## src/rtl/pirq_rtr_pkg.sv

```systemverilog
package pirq_rtr_pkg;
  localparam int ROUTE_W = 8;
  typedef logic [ROUTE_W-1:0] route_t;
  localparam route_t ROUTE_RST = 8'h80;
endpackage

```

## src/rtl/pirq_route_regs.sv

```systemverilog
module pirq_route_regs
  import pirq_rtr_pkg::*;
#(
  parameter int N_PIRQ = 4,
  parameter int N_IRQ  = 16,
  parameter int ADDR_W = 8,
  parameter int DATA_W = 32,
  parameter logic [ADDR_W-1:0] BASE = 8'h60,
  localparam int LANES  = DATA_W / 8,
  localparam int PIRQ_W = $clog2(N_PIRQ),
  localparam int IRQ_W  = $clog2(N_IRQ)
) (
  input  logic              clk_i,
  input  logic              rst_ni,
  input  logic              cfg_we_i,
  input  logic [ADDR_W-1:0] cfg_addr_i,
  input  logic [DATA_W-1:0] cfg_wdata_i,
  input  logic [LANES-1:0]  cfg_be_i,
  input  logic [PIRQ_W-1:0] qry_pin_i,
  output logic              qry_en_o,
  output logic [IRQ_W:0]    qry_irq_o,
  output route_t            route_o [N_PIRQ],
  output logic              rebuild_o
);
  route_t route_q [N_PIRQ];
  logic   rebuild_q;
  logic   wr_hit;

  assign wr_hit = cfg_we_i && (cfg_addr_i[ADDR_W-1:2] == BASE[ADDR_W-1:2])
                  && |cfg_be_i[N_PIRQ-1:0];

  for (genvar p = 0; p < N_PIRQ; p++) begin : g_reg
    always_ff @(posedge clk_i or negedge rst_ni) begin
      if (!rst_ni)                     route_q[p] <= ROUTE_RST;
      else if (wr_hit && cfg_be_i[p])  route_q[p] <= cfg_wdata_i[8*p +: 8];
    end
    assign route_o[p] = route_q[p];

    assert_hold_R4: assert property (@(posedge clk_i) disable iff (!rst_ni)
      !(wr_hit && cfg_be_i[p]) |=> $stable(route_q[p]));
  end

  always_ff @(posedge clk_i or negedge rst_ni) begin
    if (!rst_ni) rebuild_q <= 1'b0;
    else         rebuild_q <= wr_hit;
  end
  assign rebuild_o = rebuild_q;

  // query: disabled reads back as all ones (-1)
  always_comb begin
    qry_en_o  = (int'(route_q[qry_pin_i]) < N_IRQ);
    qry_irq_o = qry_en_o ? {1'b0, route_q[qry_pin_i][IRQ_W-1:0]} : '1;
  end

  logic unused_bits;
  assign unused_bits = ^{cfg_addr_i[1:0], cfg_be_i, cfg_wdata_i};

  assert_rebuild_R6: assert property (@(posedge clk_i) disable iff (!rst_ni)
    wr_hit |=> rebuild_o);
  assert_no_rebuild_R6: assert property (@(posedge clk_i) disable iff (!rst_ni)
    !wr_hit |=> !rebuild_o);
  always_comb if (rst_ni && !qry_en_o) assert_qry_neg_R8: assert (&qry_irq_o);
endmodule

```

## src/rtl/pirq_level_map.sv

```systemverilog
module pirq_level_map
  import pirq_rtr_pkg::*;
#(
  parameter int N_PIRQ = 4,
  parameter int N_IRQ  = 16,
  localparam int MAP_W = N_PIRQ * N_IRQ,
  localparam int IRQ_W = $clog2(N_IRQ)
) (
  input  logic              clk_i,
  input  logic              rst_ni,
  input  logic [N_PIRQ-1:0] pirq_i,
  input  route_t            route_i [N_PIRQ],
  input  logic              rebuild_i,
  output logic [N_IRQ-1:0]  irq_o
);
  logic [MAP_W-1:0] lvl_q, lvl_d;
  logic [N_IRQ-1:0] irq_q, irq_d;

  // rebuild clears everything; otherwise each enabled line rewrites its own bit
  always_comb begin
    lvl_d = rebuild_i ? '0 : lvl_q;
    for (int p = 0; p < N_PIRQ; p++) begin
      if (int'(route_i[p]) < N_IRQ)
        lvl_d[int'(route_i[p][IRQ_W-1:0]) * N_PIRQ + p] = pirq_i[p];
    end
  end

  for (genvar i = 0; i < N_IRQ; i++) begin : g_or
    assign irq_d[i] = |lvl_d[i*N_PIRQ +: N_PIRQ];
  end

  always_ff @(posedge clk_i or negedge rst_ni) begin
    if (!rst_ni) begin
      lvl_q <= '0;
      irq_q <= '0;
    end else begin
      lvl_q <= lvl_d;
      irq_q <= irq_d;
    end
  end
  assign irq_o = irq_q;

  logic [N_IRQ-1:0] col [N_PIRQ];
  always_comb begin
    for (int p = 0; p < N_PIRQ; p++)
      for (int i = 0; i < N_IRQ; i++)
        col[p][i] = lvl_q[i*N_PIRQ + p];
  end

  for (genvar p = 0; p < N_PIRQ; p++) begin : g_chk
    assert_one_irq_R1: assert property (@(posedge clk_i) disable iff (!rst_ni)
      $countones(col[p]) <= 1);
    assert_disabled_col_R3: assert property (@(posedge clk_i) disable iff (!rst_ni)
      (rebuild_i && int'(route_i[p]) >= N_IRQ) |=> (col[p] == '0));
  end
  for (genvar i = 0; i < N_IRQ; i++) begin : g_chk_or
    assert_or_match_R1: assert property (@(posedge clk_i) disable iff (!rst_ni)
      irq_o[i] == |lvl_q[i*N_PIRQ +: N_PIRQ]);
  end
endmodule

```

## src/rtl/pirq_swizzle.sv

```systemverilog
module pirq_swizzle #(
  parameter int N_PIRQ = 4,
  localparam int PIRQ_W = $clog2(N_PIRQ)
) (
  input  logic [7:0]        devfn_i,
  input  logic [PIRQ_W-1:0] intx_i,
  output logic [PIRQ_W-1:0] pirq_o
);
  logic [PIRQ_W-1:0] slot_lo;
  assign slot_lo = devfn_i[3 +: PIRQ_W];
  // modulo by truncation (N_PIRQ is a power of two)
  assign pirq_o  = intx_i + slot_lo - PIRQ_W'(1);

  logic unused_devfn;
  assign unused_devfn = ^devfn_i;
endmodule

```

## src/rtl/pirq_router.sv

```systemverilog
module pirq_router
  import pirq_rtr_pkg::*;
#(
  parameter int N_PIRQ = 4,
  parameter int N_IRQ  = 16,
  parameter int ADDR_W = 8,
  parameter int DATA_W = 32,
  parameter logic [ADDR_W-1:0] BASE = 8'h60,
  localparam int PIRQ_W = $clog2(N_PIRQ),
  localparam int IRQ_W  = $clog2(N_IRQ),
  localparam int LANES  = DATA_W / 8
) (
  input  logic              clk_i,
  input  logic              rst_ni,
  input  logic [N_PIRQ-1:0] pirq_i,
  input  logic              cfg_we_i,
  input  logic [ADDR_W-1:0] cfg_addr_i,
  input  logic [DATA_W-1:0] cfg_wdata_i,
  input  logic [LANES-1:0]  cfg_be_i,
  input  logic [PIRQ_W-1:0] qry_pin_i,
  output logic              qry_en_o,
  output logic [IRQ_W:0]    qry_irq_o,
  input  logic [7:0]        swz_devfn_i,
  input  logic [PIRQ_W-1:0] swz_intx_i,
  output logic [PIRQ_W-1:0] swz_pirq_o,
  output logic [N_IRQ-1:0]  irq_o
);
  route_t route [N_PIRQ];
  logic   rebuild;

  pirq_route_regs #(.N_PIRQ(N_PIRQ), .N_IRQ(N_IRQ), .ADDR_W(ADDR_W),
                    .DATA_W(DATA_W), .BASE(BASE)) u_regs (
    .clk_i, .rst_ni, .cfg_we_i, .cfg_addr_i, .cfg_wdata_i, .cfg_be_i,
    .qry_pin_i, .qry_en_o, .qry_irq_o,
    .route_o(route), .rebuild_o(rebuild)
  );

  pirq_level_map #(.N_PIRQ(N_PIRQ), .N_IRQ(N_IRQ)) u_map (
    .clk_i, .rst_ni, .pirq_i, .route_i(route), .rebuild_i(rebuild), .irq_o
  );

  pirq_swizzle #(.N_PIRQ(N_PIRQ)) u_swz (
    .devfn_i(swz_devfn_i), .intx_i(swz_intx_i), .pirq_o(swz_pirq_o)
  );
endmodule

```

## config.mk

```make
export PLATFORM = sky130hd
export DESIGN_NAME = pirq_router
export DESIGN_NICKNAME = d
export VERILOG_FILES = /design/src/rtl/pirq_rtr_pkg.sv /design/src/rtl/pirq_route_regs.sv /design/src/rtl/pirq_level_map.sv /design/src/rtl/pirq_swizzle.sv /design/src/rtl/pirq_router.sv
export SDC_FILE = /design/constraint.sdc
export NUM_CORES = 1
export LEC_CHECK = 0
export ABC_CLOCK_PERIOD_IN_PS = 4200
export BUFFER_PORTS_ARGS = -buffer_cell sky130_fd_sc_hd__buf_2
export CAP_MARGIN = 20
export CORE_MARGIN = 4
export CORE_UTILIZATION = 60
export DETAILED_ROUTE_END_ITERATION = 10
export PLACE_DENSITY = 0.88
export SLEW_MARGIN = 20
export SYNTH_ARGS = -nofsm -noshare
export SYNTH_HDL_FRONTEND = slang
export SYNTH_SLANG_ARGS = --single-unit
export TNS_END_PERCENT = 100
```

## constraint.sdc

```tcl
create_clock -name clk_i -period 4.2 [get_ports clk_i]
set_input_delay 0.42 -clock clk_i [delete_from_list [all_inputs] [get_ports clk_i]]
set_output_delay 0.42 -clock clk_i [all_outputs]
set_load 0.05 [all_outputs]
```

# --- After elaboration in Yosys (flattened, before gate mapping) ---
# Index checks and enable logic that the tools add are counted.
# W data, S select, Z words.
totals:
  wordCells: 76
  out_inout_bits: 24
  in_bits: 63
  reg_bits: 113
classes:
  n_reduce_logical: 27
  bitwise: 1
  n_eq_ne: 1
  magnitude_cmp: 14
  mux: 21
  add_sub_neg: 5
op_table:
  columns: ["cell", "count"]
  rows:
  - ["$mux W64", 5]
  - ["$bwmux W64", 4]
  - ["$ge A32 B1 Y1 const B", 3]
  - ["$lt A32 B8 Y1 const B", 3]
  - ["$reduce_or A4 Y1", 17]
  - ["$lt A8 B5 Y1 const B", 5]
  - ["$demux W1 S6", 3]
  - ["$bmux W8 S2", 1]
  - ["$mux W8", 2]
  - ["$add A6 B2 Y7 const B", 2]
  - ["$logic_and A1 B1 Y1", 10]
  - ["$add A6 B1 Y7 const B", 1]
  - ["$lt A6 B7 Y1 const B", 1]
  - ["$eq A6 B5 Y1 const B", 1]
  - ["$ge A6 B1 Y1 const B", 1]
  - ["$mux W5", 1]
  - ["$demux W1 S4", 1]
  - ["$mux W1", 4]
  - ["$ge A3 B3 Y1 const B", 1]
  - ["$not A2 Y3", 1]
  - ["$add A2 B2 Y2", 1]
  - ["$sub A2 B1 Y2 const B", 1]

# --- Longest topological paths before layout ---
depth:
  word_depth: 13
  depth_mapped: 5
  mapped_depth_nobuf: 4

# --- Modules after synthesis ---
# From an unflattened synthesis, not the netlist that was laid out.
hier_totals:
  hier_cells: 457
  hier_area_um2: 5612.9
modules_own_cells:
  columns: ["mod", "area_each_um2", "cells_per_inst", "instances", "seq_area_each_um2"]
  rows:
  - ["pirq_level_map", 4050.1, 353, 1, 2001.9]
  - ["pirq_route_regs", 1515.2, 99, 1, 830.8]
  - ["pirq_swizzle", 47.5, 5, 1, 0.0]

# --- Worst setup path before layout ---
# No wires, ideal clock.
synth_path:
  path_kind: "register -> output"
  start: "register u_regs.route_q (netlist bit u_regs.route_o[22])"
  end: "output port qry_irq_o[0]"
  path_buffers: 1
  slack_ps: 1684
  t_arrival_ps: 2096
  stages_incl_launch_ff: 5
  required_time_ps: 3780
  cell_sequence: "dfrtp_1 nor4_4 buf_6 mux4_1 nand2b_1"
synth_between:
  elab_chain_len: 5
synth_lines:
  columns: ["item", "line", "rtl"]
  rows:
  - ["start, declared", "pirq_route_regs.sv:25", "route_t route_q [N_PIRQ];"]
  - ["start signal, assigned by index", "pirq_route_regs.sv:35", "else if (wr_hit && cfg_be_i[p]) route_q[p] <= cfg_wdata_i[8*p +: 8];"]
  - ["$bmux W8 S2", "pirq_route_regs.sv:51", "qry_en_o = (int'(route_q[qry_pin_i]) < N_IRQ);"]
  - ["$mux W8 (implied by the code) (2 in a row)", "pirq_route_regs.sv:51", null]
  - ["$lt A8 B5 Y1", "pirq_route_regs.sv:51", null]
  - ["via qry_en_o", "pirq_router.sv:21", "output logic qry_en_o,"]
  - ["$mux W5", "pirq_route_regs.sv:52", "qry_irq_o = qry_en_o ? {1'b0, route_q[qry_pin_i][IRQ_W-1:0]} : '1;"]
  - ["end, declared", "pirq_router.sv:22", "output logic [IRQ_W:0] qry_irq_o,"]
# The timed path passes the listed nets, and every way through them passes these cells. The select of a mux whose other input is x is not followed.

# --- Final worst setup path ---
layout_path:
  start: "register u_regs.route_q (netlist bit u_regs.route_o[30])"
  end: "output port qry_irq_o[3]"
layout_between:
  elab_chain_len: 5
layout_lines:
  columns: ["item", "line"]
  rows:
  - ["$bmux W8 S2", "pirq_route_regs.sv:51"]
  - ["$mux W8 (implied by the code) (2 in a row)", "pirq_route_regs.sv:51"]
  - ["$lt A8 B5 Y1", "pirq_route_regs.sv:51"]
  - ["$mux W5", "pirq_route_regs.sv:52"]
# Every way passes these cells. The select of a mux whose other input is x is not followed.

==> flow_metrics.tcl <==
set metrics [dict create \
    status "finished, violations left" \
    violations "hold timing" \
    drv_cap 0 \
    slew_viol_final 0 \
    p_int_mw 2.493 \
    route.detailed.drc 0 \
    synth-seq-cells 113 \
    postCtsHoldBufs 0 \
    path_max_fanout 18 \
    ys_seq_area_frac 0.5177 \
    hold_slack_ns -0.05854 \
    path_clk_slew_ns 0.06 \
    p_seq_frac 0.380 \
    clockBufferDepth 2 \
    grt_start_max_net_pins 86 \
    die_x_um 103.5 \
    grt_pass1_vias 4135 \
    std_cell_rows 34 \
    wl_per_cell_um 22.17 \
    drive_gt1_frac 0.4248 \
    synth_flop_cell "dfrtp_1" \
    synth_edf_count 0 \
    synth_cell_type_count 33 \
    synthCells 436 \
    grt_antenna_before_repair 0 \
    port_buffers 78 \
    worst_pin_slew_ns 1.079 \
    post_cts_resized 0 \
    fmax_mhz 313.6 \
    die_h_um 103.5 \
    drt_iter0_drc 455 \
    hp-class "in -> async" \
    initial_utilization 0.6213 \
    vias 3958 \
    synth.avg_cell_area_um2 12.55 \
    num_antenna_cells 0 \
    first_pass_iters 5 \
    min_period_ns 3.188 \
    synth_warnings 0 \
    root_buffer "clkbuf_8" \
    fillerInstances 544 \
    finalCritPeriodShare 0.7592 \
    core_area_um2 8806 \
    setup_viol 0 \
    syn_area_um2 5471 \
    p_per_area_nw_per_um2 575.4 \
    die_area_um2 10710 \
    drtAntennaViolNets 0 \
    grt_pass1_wl_mm 22.36 \
    register_area_um2 2834 \
    nNetsFinal 576 \
    worst_setup_path_end_kind "output pin" \
    final.setup.tns_ns 0 \
    drt_wl_total_mm 14.04 \
    via_per_inst 6.253 \
    arrival_ns 2.77 \
    skew_ns 0.01133 \
    clock_sinks 113 \
    hold_viol 80 \
    synth-async-reset-ratio 1.000 \
    insertion_delay_ns 0.52 \
    overflow 0 \
    gp_congestion 0.9541 \
    crit_type "reg -> out" \
    cts-buffers-inserted 17 \
    track_usage 0.2821 \
    cts_tree "yes" \
    startpoint_type "flop" \
    switching_share 0.3303 \
    power_mw 3.723 \
    vdd_drop_max_mv 0.4251 \
    syn_nets 500 \
    htree_levels 4 \
    rsz0062_at_grt "no" \
    worst_ep_required_time_ns 3.78 \
    slew_headroom 0.2751 \
    cts_setup_buffers 0 \
    clkPwrFrac 0.356 \
    area_growth_pct 18.25 \
    pwr-share-comb 0.264 \
    multiInputGateArea_um2 2449 \
    mostFrequentLayoutCells "dfrtp_1, buf_2, mux2_2" \
    p_leak_nw 2.989 \
    p_sw_mw 1.230 \
    io_pins 87 \
    hpwl_mm 8.966 \
    final_common_cell "dfrtp_1" \
]
## cell type report
cell class,instances,share of cell area
clock buffer,19,0.06827
clock inverter,13,0.01740
inverter,19,0.01102
multi-input combinational,279,0.3785
sequential,113,0.4380
tap,108,0.02089
timing repair buffer,82,0.06594
## worst max-delay path, stage by stage (launching register included)
cell and delay [ns]:
dfrtp_1 0.41, nor4_4 0.95, mux4_1 0.55, nand2b_1 0.11
buf_2 0.22
## state kept, by name (all words and copies together) (netlist names)
signal	count
u_regs.rebuild_o	1
u_map.irq_o	16
u_regs.route_o	32
u_map.lvl_q	64
## routing by layer
| metal | vias up | GRT usage | share of wire |
|---|---|---|---|
| met3 | 41 | 0.07713 | 0.085 |
| met4 | 0 | 0.1106 | 0.034 |
| met1 | 1940 | 0.3660 | 0.39 |
| li1 | 1751 | - | - |
| met2 | 226 | 0.4529 | 0.49 |
| met5 | - | 0 | 0 |
## final timing paths
kind / from / to / slack (ns) / cells past startpoint
min reg2reg: u_regs.route_o[4]$_DFFE_PN0P_ / u_regs.route_o[4]$_DFFE_PN0P_ / 0.54 / 1
max reg2reg: u_regs.route_o[30]$_DFFE_PN0P_ / u_map.irq_o[3]$_DFF_PN0_ / 1.52 / 4
max in group asynchronous: rst_ni / u_map.lvl_q[42]$_DFF_PN0_ / 3.36 / 2
max: u_regs.route_o[30]$_DFFE_PN0P_ / qry_irq_o[3] / 1.01 / 4
min: rst_ni / u_regs.route_o[30]$_DFFE_PN0P_ / -0.06 / 1
min in group clk_i: cfg_wdata_i[11] / u_regs.route_o[19]$_DFFE_PN0P_ / 0.14 / 2
## cell usage after synthesis (2+ instances only)
cell      count  area [um^2]
or4_1        17        127.6
a31o_2       10        87.58
nor3b_1       2        15.01
nand2_2       4        25.02
nor4_1        4        25.02
nand3_1      14        70.07
nor4_4        3        63.81
buf_6         3        33.78
nor2_1        8        30.03
nor2b_1      63        394.1
xnor2_1       2        17.52
clkbuf_1     14        52.55
a311oi_1     13        113.9
and2_1        4        25.02
mux2_2       71        799.5
nand4b_1     11        96.34
a41o_1        3        30.03
buf_2         7        35.03
nand2b_1      4        25.02
mux4_2        4        90.09
inv_1        19        71.32
and3_1        5        31.28
dfstp_2       4        105.1
dfrtp_1     109         2728
mux2_4       10        150.1
mux2_1        2        22.52
nand4_1      20        125.1
## power groups by stage
stage / logic (mW) / registers, mW / clock network, mW
6_report: 0.981 / 1.42 / 1.33
5_1_grt: 1.04 / 1.43 / 1.39
4_1_cts: 0.972 / 1.41 / 1.33
3_5_place_dp: 0.955 / 1.42 / 0
3_3_place_gp: 0.917 / 1.41 / 0
2_1_floorplan: 0.574 / 1.54 / 0
## stage by stage
step	hold WS (ns)	area, um^2	setup slack [ns]	instances	utilization
2_1_floorplan	0.1244	5472	1.684	436	-
3_3_place_gp	0.5142	5911	1.711	601	0.6712
3_5_place_dp	0.5325	5911	1.635	601	0.6712
4_1_cts	0.1170	6465	1.046	633	0.7342
5_1_grt	0.009127	6470	0.8593	633	0.7347
6_report	-0.05854	6470	1.012	633	0.7347
## cell families (layout without fill, tap and decap cells)
logic type / count (synthesis) / count (layout) / synth area share
AOI/OAI and AO/OA: 27 / 27 / 0.04436
buffers and inverters: 44 / 133 / 0.03590
and+or+nand+nor: 161 / 161 / 0.1976
muxes: 88 / 88 / 0.1989
adders and majority gates: 1 / 1 / 0.002286
DFF: 113 / 113 / 0.5177
xor gates and xnor gates: 2 / 2 / 0.003202
Note: power is estimated with default switching activity, not from simulation.
